===== src/rtl/pcseq_pkg.sv =====
package pcseq_pkg;

  typedef enum logic [2:0] {
    SEL_HOLD,
    SEL_SEQ,
    SEL_JUMP,
    SEL_CALL,
    SEL_RET,
    SEL_IRQ
  } nsel_e;

  // Vector address for interrupt source idx (0 = highest priority).
  function automatic int unsigned vec_addr(int unsigned idx);
    case (idx)
      0:       return 32'h004;
      1:       return 32'h008;
      2:       return 32'h00C;
      3:       return 32'h014;
      4:       return 32'h020;
      default: return 32'h000;
    endcase
  endfunction

endpackage


===== src/rtl/pcseq_irq_arb.sv =====
module pcseq_irq_arb #(
  parameter int NS = 5,
  localparam int IW = (NS > 1) ? $clog2(NS) : 1
) (
  input  logic [NS-1:0] req,
  input  logic          allow,
  output logic [NS-1:0] grant,
  output logic          any,
  output logic [IW-1:0] idx
);
  logic [NS:0] blocked;
  assign blocked[0] = 1'b0;

  for (genvar i = 0; i < NS; i++) begin : g_pri
    assign blocked[i+1] = blocked[i] | req[i];
    assign grant[i]     = allow & req[i] & ~blocked[i];
  end

  assign any = |grant;

  always_comb begin
    idx = '0;
    for (int i = NS - 1; i >= 0; i--) begin
      if (grant[i]) idx = IW'(i);
    end
  end
endmodule


===== src/rtl/pcseq_next.sv =====
module pcseq_next #(
  parameter int AW = 11,
  parameter int NS = 5,
  localparam int IW = (NS > 1) ? $clog2(NS) : 1
) (
  input  logic [AW-1:0]      pc_q,
  input  logic               step_en,
  input  logic               irq_take,
  input  logic [IW-1:0]      irq_idx,
  input  logic               jump_i,
  input  logic               call_i,
  input  logic               ret_i,
  input  logic               reti_i,
  input  logic [AW-1:0]      target_i,
  input  logic [AW-1:0]      ret_addr_i,
  output logic [AW-1:0]      pc_d,
  output logic               push,
  output logic [AW-1:0]      push_addr,
  output logic               reti_done,
  output pcseq_pkg::nsel_e   sel
);
  import pcseq_pkg::*;

  function automatic logic [AW-1:0] pc_inc(logic [AW-1:0] a);
    return a + AW'(1);
  endfunction

  function automatic logic [AW-1:0] vec_of(logic [IW-1:0] i);
    return AW'(vec_addr(32'(i)));
  endfunction

  always_comb begin
    if (!step_en)                sel = SEL_HOLD;
    else if (irq_take)           sel = SEL_IRQ;
    else if (call_i)             sel = SEL_CALL;
    else if (jump_i)             sel = SEL_JUMP;
    else if (ret_i || reti_i)    sel = SEL_RET;
    else                         sel = SEL_SEQ;
  end

  always_comb begin
    pc_d      = pc_q;
    push      = 1'b0;
    push_addr = pc_q;
    case (sel)
      SEL_HOLD: pc_d = pc_q;
      SEL_SEQ:  pc_d = pc_inc(pc_q);
      SEL_JUMP: pc_d = target_i;
      SEL_CALL: begin
        pc_d      = target_i;
        push      = 1'b1;
        push_addr = pc_inc(pc_q);
      end
      SEL_RET:  pc_d = ret_addr_i;
      SEL_IRQ: begin
        pc_d      = vec_of(irq_idx);
        push      = 1'b1;
        push_addr = pc_q;
      end
      default:  pc_d = pc_q;
    endcase
  end

  assign reti_done = (sel == SEL_RET) && reti_i;
endmodule


===== src/rtl/pc_sequencer.sv =====
module pc_sequencer #(
  parameter int AW = 11,
  parameter int NS = 5,
  localparam int IW = (NS > 1) ? $clog2(NS) : 1
) (
  input  logic          clk,
  input  logic          rst_n,
  input  logic          step_en,
  input  logic [NS-1:0] irq_req_i,
  input  logic          jump_i,
  input  logic          call_i,
  input  logic [AW-1:0] target_i,
  input  logic          ret_i,
  input  logic          reti_i,
  input  logic [AW-1:0] ret_addr_i,
  output logic [AW-1:0] pc_o,
  output logic          push_o,
  output logic [AW-1:0] push_addr_o,
  output logic [NS-1:0] irq_ack_o
);
  import pcseq_pkg::*;

  logic [AW-1:0] pc_q, pc_d;
  logic          gie_q;
  logic          irq_take;
  logic [IW-1:0] irq_idx;
  logic          reti_done;
  nsel_e         sel;

  pcseq_irq_arb #(.NS(NS)) u_arb (
    .req   (irq_req_i),
    .allow (gie_q & step_en),
    .grant (irq_ack_o),
    .any   (irq_take),
    .idx   (irq_idx)
  );

  pcseq_next #(.AW(AW), .NS(NS)) u_next (
    .pc_q       (pc_q),
    .step_en    (step_en),
    .irq_take   (irq_take),
    .irq_idx    (irq_idx),
    .jump_i     (jump_i),
    .call_i     (call_i),
    .ret_i      (ret_i),
    .reti_i     (reti_i),
    .target_i   (target_i),
    .ret_addr_i (ret_addr_i),
    .pc_d       (pc_d),
    .push       (push_o),
    .push_addr  (push_addr_o),
    .reti_done  (reti_done),
    .sel        (sel)
  );

  always_ff @(posedge clk) begin
    if (!rst_n) begin
      pc_q  <= '0;
      gie_q <= 1'b1;
    end else begin
      pc_q <= pc_d;
      if (sel == SEL_IRQ)  gie_q <= 1'b0;
      else if (reti_done)  gie_q <= 1'b1;
    end
  end

  assign pc_o = pc_q;
endmodule


===== config.mk =====
export PLATFORM = sky130hd
export DESIGN_NAME = pc_sequencer
export DESIGN_NICKNAME = d
export VERILOG_FILES = /design/src/rtl/pcseq_pkg.sv /design/src/rtl/pcseq_irq_arb.sv /design/src/rtl/pcseq_next.sv /design/src/rtl/pc_sequencer.sv
export SDC_FILE = /design/constraint.sdc
export NUM_CORES = 1
export LEC_CHECK = 0
export ABC_AREA = 0
export ABC_CLOCK_PERIOD_IN_PS = 1770
export BUFFER_PORTS_ARGS = -buffer_cell sky130_fd_sc_hd__buf_2
export CELL_PAD_IN_SITES_DETAIL_PLACEMENT = 0
export CELL_PAD_IN_SITES_GLOBAL_PLACEMENT = 1
export CORE_AREA = 5 5 72 74
export DETAILED_ROUTE_END_ITERATION = 10
export DIE_AREA = 0 0 77 79
export HOLD_SLACK_MARGIN = 0.1
export PLACE_DENSITY = 0.8
export SYNTH_ARGS = -nofsm -noshare
export SYNTH_HDL_FRONTEND = slang
export SYNTH_SLANG_ARGS = --single-unit

===== constraint.sdc =====
create_clock -name clk -period 1.77 [get_ports clk]
set_clock_uncertainty 0.15 [all_clocks]
set_input_delay 0.177 -clock clk [delete_from_list [all_inputs] [get_ports clk]]
set_output_delay 0.177 -clock clk [all_outputs]
set_load 0.02 [all_outputs]

==> results.txt <==
The run finished, with violations left. The checks that failed: setup timing. The final net count is 297. The DRC violation count after routing was 0; the number of buffer and inverter instances along the worst setup path was 2. Net switching is 36.1% of the power.

After global routing the overflow that remains totals 0. Setup violations remaining at the end of the flow were counted as 12. The register area was 250 sq um. Across all hold checks on the routed design, the worst slack comes to 0.116 ns. The number of antenna-violating nets in the routed design is 0, and the number of antenna violations at the first check in global routing is 0. Once the floorplan was initialized, standard cells occupied 25.2% of the core. The static leakage was 1.09 nW. The cell with the biggest individual delay on the critical path is sky130_fd_sc_hd__dfxtp_4. The largest area contributor in the synthesized netlist was sky130_fd_sc_hd__dfxtp_1. Count of mapped cells out of synthesis: 156. Number of buffers added by the clock tree synthesis step: 3.

Synthesis inferred 12 register bits. The critical path's largest stage delay came out at 0.36 ns. 62 I/O pins were placed. Sequential elements use 21.0% of the synthesized area. The max capacitance violation total is 0. Clock-pin slew was measured on the worst setup and hold paths at 0.06 ns. The launching element type of the critical path is a register. The run gives 0.850 as the placer congestion estimate. In the routed layout, each cell is associated on average with a via count of 5.20. Across all register-to-register paths, the minimum setup slack is -0.09 ns. The fmax was 526 MHz. Adding up every negative setup slack in the final design gives -0.929 ns. The worst path needs 1.90 ns of the cycle, external delays included.

After synthesis, the share of flip-flops with an asynchronous set or reset is 0%. The floorplan die height is 79 um. Setup repair after global routing could not meet its margin everywhere.

The number of levels the H-tree was split into is 1, and the critical path arrival is 1.57 ns. The area growth from synthesis to layout is 92.1%. The maximum net fanout on the critical path came out at 3. Of the total power, the clock network draws 26.5%. The first global-routing pass estimated 7570 um of wire. Cell with the most instances after synthesis: sky130_fd_sc_hd__nand2_1. Row generation in the floorplan step produced 25 rows. The worst setup margin is -0.132 ns, and the average instance area after synthesis is 7.32 sq um. The number of slew-limit violations in the final report was 0; the logic depth of the worst path, buffers included was 7. The number of diodes added for antenna fixing was 0. After synthesis the cells add up to 0.00114 sq mm. Area of all placed cells without fillers: 0.00219 sq mm. The worst IR drop on VDD is 0.218 mV, and the total design power is 1.05 mW.

Counting instances in the post-synthesis netlist gives the leading cell types as 20 x sky130_fd_sc_hd__nand2_1, 17 x sky130_fd_sc_hd__nor2_1, 12 x sky130_fd_sc_hd__dfxtp_1. Walking the worst path, the cells encountered are ha_4, and3_4, buf_4, and3_4, nand2_4, xnor2_2, buf_4. Entering global routing, the biggest net connects 24 pins. Yosys mapped a number of flops with a built-in enable equal to 0.

The worst slew margin relative to its limit came out at 80.3%. The path class of the tightest hold or removal check is in -> reg. In the final layout, the multi-input gates occupy 0.00107 sq mm.

In this run the deepest clock path goes through 2 buffers. The critical path in this run is classified as reg -> out. Clock latency on the worst-skew pair, taken at its later pin, is 0.25 ns. The power density over cell area works out to 477 mW/mm^2. Combinational logic burns 44.0% of the power.

The number of search-and-repair iterations in the first detailed-routing pass is 4. For this run, the leading register cell type out of synthesis is sky130_fd_sc_hd__dfxtp_1. For this block, the via count after detailed routing is 1,638. The number of cells on the worst reg-to-reg path is 9. From left edge to right edge, the die measures 77 um.

Input and output buffers added on the ports amount to 61. The number of nets handed over by synthesis was 191. The root buffer selected by CTS is sky130_fd_sc_hd__clkbuf_8. Sorting the synthesized cells by area gives the leading types as sky130_fd_sc_hd__dfxtp_1 21%, sky130_fd_sc_hd__xnor2_1 7.7%, sky130_fd_sc_hd__nand2_1 6.6%. The slew of the pin with the lowest slew margin was 0.295 ns. TritonCTS built the clock tree.

The logs give 29.6% for the part of the total power dissipated in sequential elements and 0 for the number of warnings printed during yosys synthesis. The core utilization of the finished layout was 48.4%. The proportion of netlist area held by the largest area contributor came out at 21.0%. The tools report the standard cell core area as 0.00454 sq mm. For the number of global-route vias before repair, the log shows 1,582. The number of DRC markers in iteration 0 is 81. The layout cell share with drive strength beyond 1 works out to 60.5%. The final wirelength is 4760 um, and the final-layout fill cell count is 437.

The estimated wirelength of the detail-placed design came out at 3650 um. The die outline area came out at 0.00608 sq mm. For the worst setup path, the data required time is 1.44 ns. The internal power of the cells totals 0.669 mW.

For the number of hold-slack violations in the final timing report, the log shows 0. The tools report the total routing resource utilization after global routing as 15.2%. After detailed placement, the total cell area comes to 0.00184 sq mm.

For this design the total switching power over the nets is 0.378 mW. STA classifies the critical path endpoint as an output port. In the final routed layout, each cell accounts on average for 15.1 um. Counting instances, the worst hold path has a depth of 3. Family with the most delay on the worst path: simple AND/OR/NAND/NOR gates. The worst path uses 107% of the clock period. The unique cell type count in the Yosys netlist is 47, and the total clock sinks is 12.
-- cell usage in the layout, fill, tap and decap left out, drive strengths merged, types with 2 or more instances in the layout --
cell type,instances
inv,5
o211ai,3
clkbuf,4
nand2,21
a221oi,5
a22o,2
mux2i,2
o31a,2
a31oi,7
a32o,2
nor2b,3
xor2,2
dfxtp,12
nand4,3
buf,108
nor2,17
or2,2
o22ai,3
a21oi,2
xnor2,10
and3,4
and2,3
nand3,3
a31o,2
o21ai,11
nor3,5
-- layout make-up --
type	instances	share of cell area (%)
Clock buffer	4	2.05
Tap cell	54	3.08
Inverter	5	0.855
Timing Repair Buffer	109	33.8
Sequential cell	12	11.4
Multi-Input combinational cell	131	48.8
-- stage by stage --
stage | instances | setup slack, ns
finish | 315 | -0.132
global route | 315 | -0.185
CTS | 312 | -0.174
detailed placement | 298 | 0.00460
global placement | 298 | 0.0363
floorplan | 156 | -0.0479
-- registers in the layout, summed over array words and instances, names as in the netlist --
name	count
pc_o	11
gie_q	1
-- worst min-delay path, cell delays in order --
cell	delay, ns
sky130_fd_sc_hd__buf_2	0.09
sky130_fd_sc_hd__a32oi_1	0.08
sky130_fd_sc_hd__a21oi_1	0.13
-- final timing paths --
| path | endpoint | startpoint |
|---|---|---|
| setup / recovery | push_addr_o[6] | pc_o[1]$_SDFFE_PN0P_ |
| setup reg to reg | pc_o[10]$_SDFFE_PN0P_ | pc_o[1]$_SDFFE_PN0P_ |
| hold reg to reg | pc_o[10]$_SDFFE_PN0P_ | pc_o[10]$_SDFFE_PN0P_ |
| hold / removal | pc_o[2]$_SDFFE_PN0P_ | ret_addr_i[2] |
-- power groups by stage --
stage	clock network (mW)	registers [mW]	logic, mW
floorplan	0	0.342	0.201
global placement	0	0.312	0.412
global route	0.297	0.312	0.498
CTS	0.280	0.308	0.448
finish	0.277	0.310	0.460
detailed placement	0	0.313	0.413
-- kinds of logic (layout without fill, tap and decap cells) --
kind of cell / count (synthesis) / after routing / synth area share (%)
and+or+nand+nor: 66 / 66 / 27.9
AOI/OAI and AO/OA: 49 / 49 / 33.0
buffers and inverters: 13 / 118 / 5.04
xor gates and xnor gates: 12 / 12 / 9.20
DFF: 12 / 12 / 21.0
muxes: 3 / 3 / 2.74
adders and majority gates: 1 / 1 / 1.10
-- timing repair --
item	4_1_cts	5_1_grt
buffers inserted	9	4
pin swaps	17	13
gates cloned	0	0
hold buffers	1	0
gates resized for setup	45	14
setup endpoints to repair	12	20
endpoints found under the hold margin	3	0
-- per-layer routing --
metal,vias up,track usage (%),part of all wire (%)
met3,6,4.08,8.0
li1,795,-,-
met5,-,0,0
met4,0,4.12,1.1
met1,766,18.8,41
met2,71,25.9,50
Note: power is estimated with default switching activity, not from simulation.
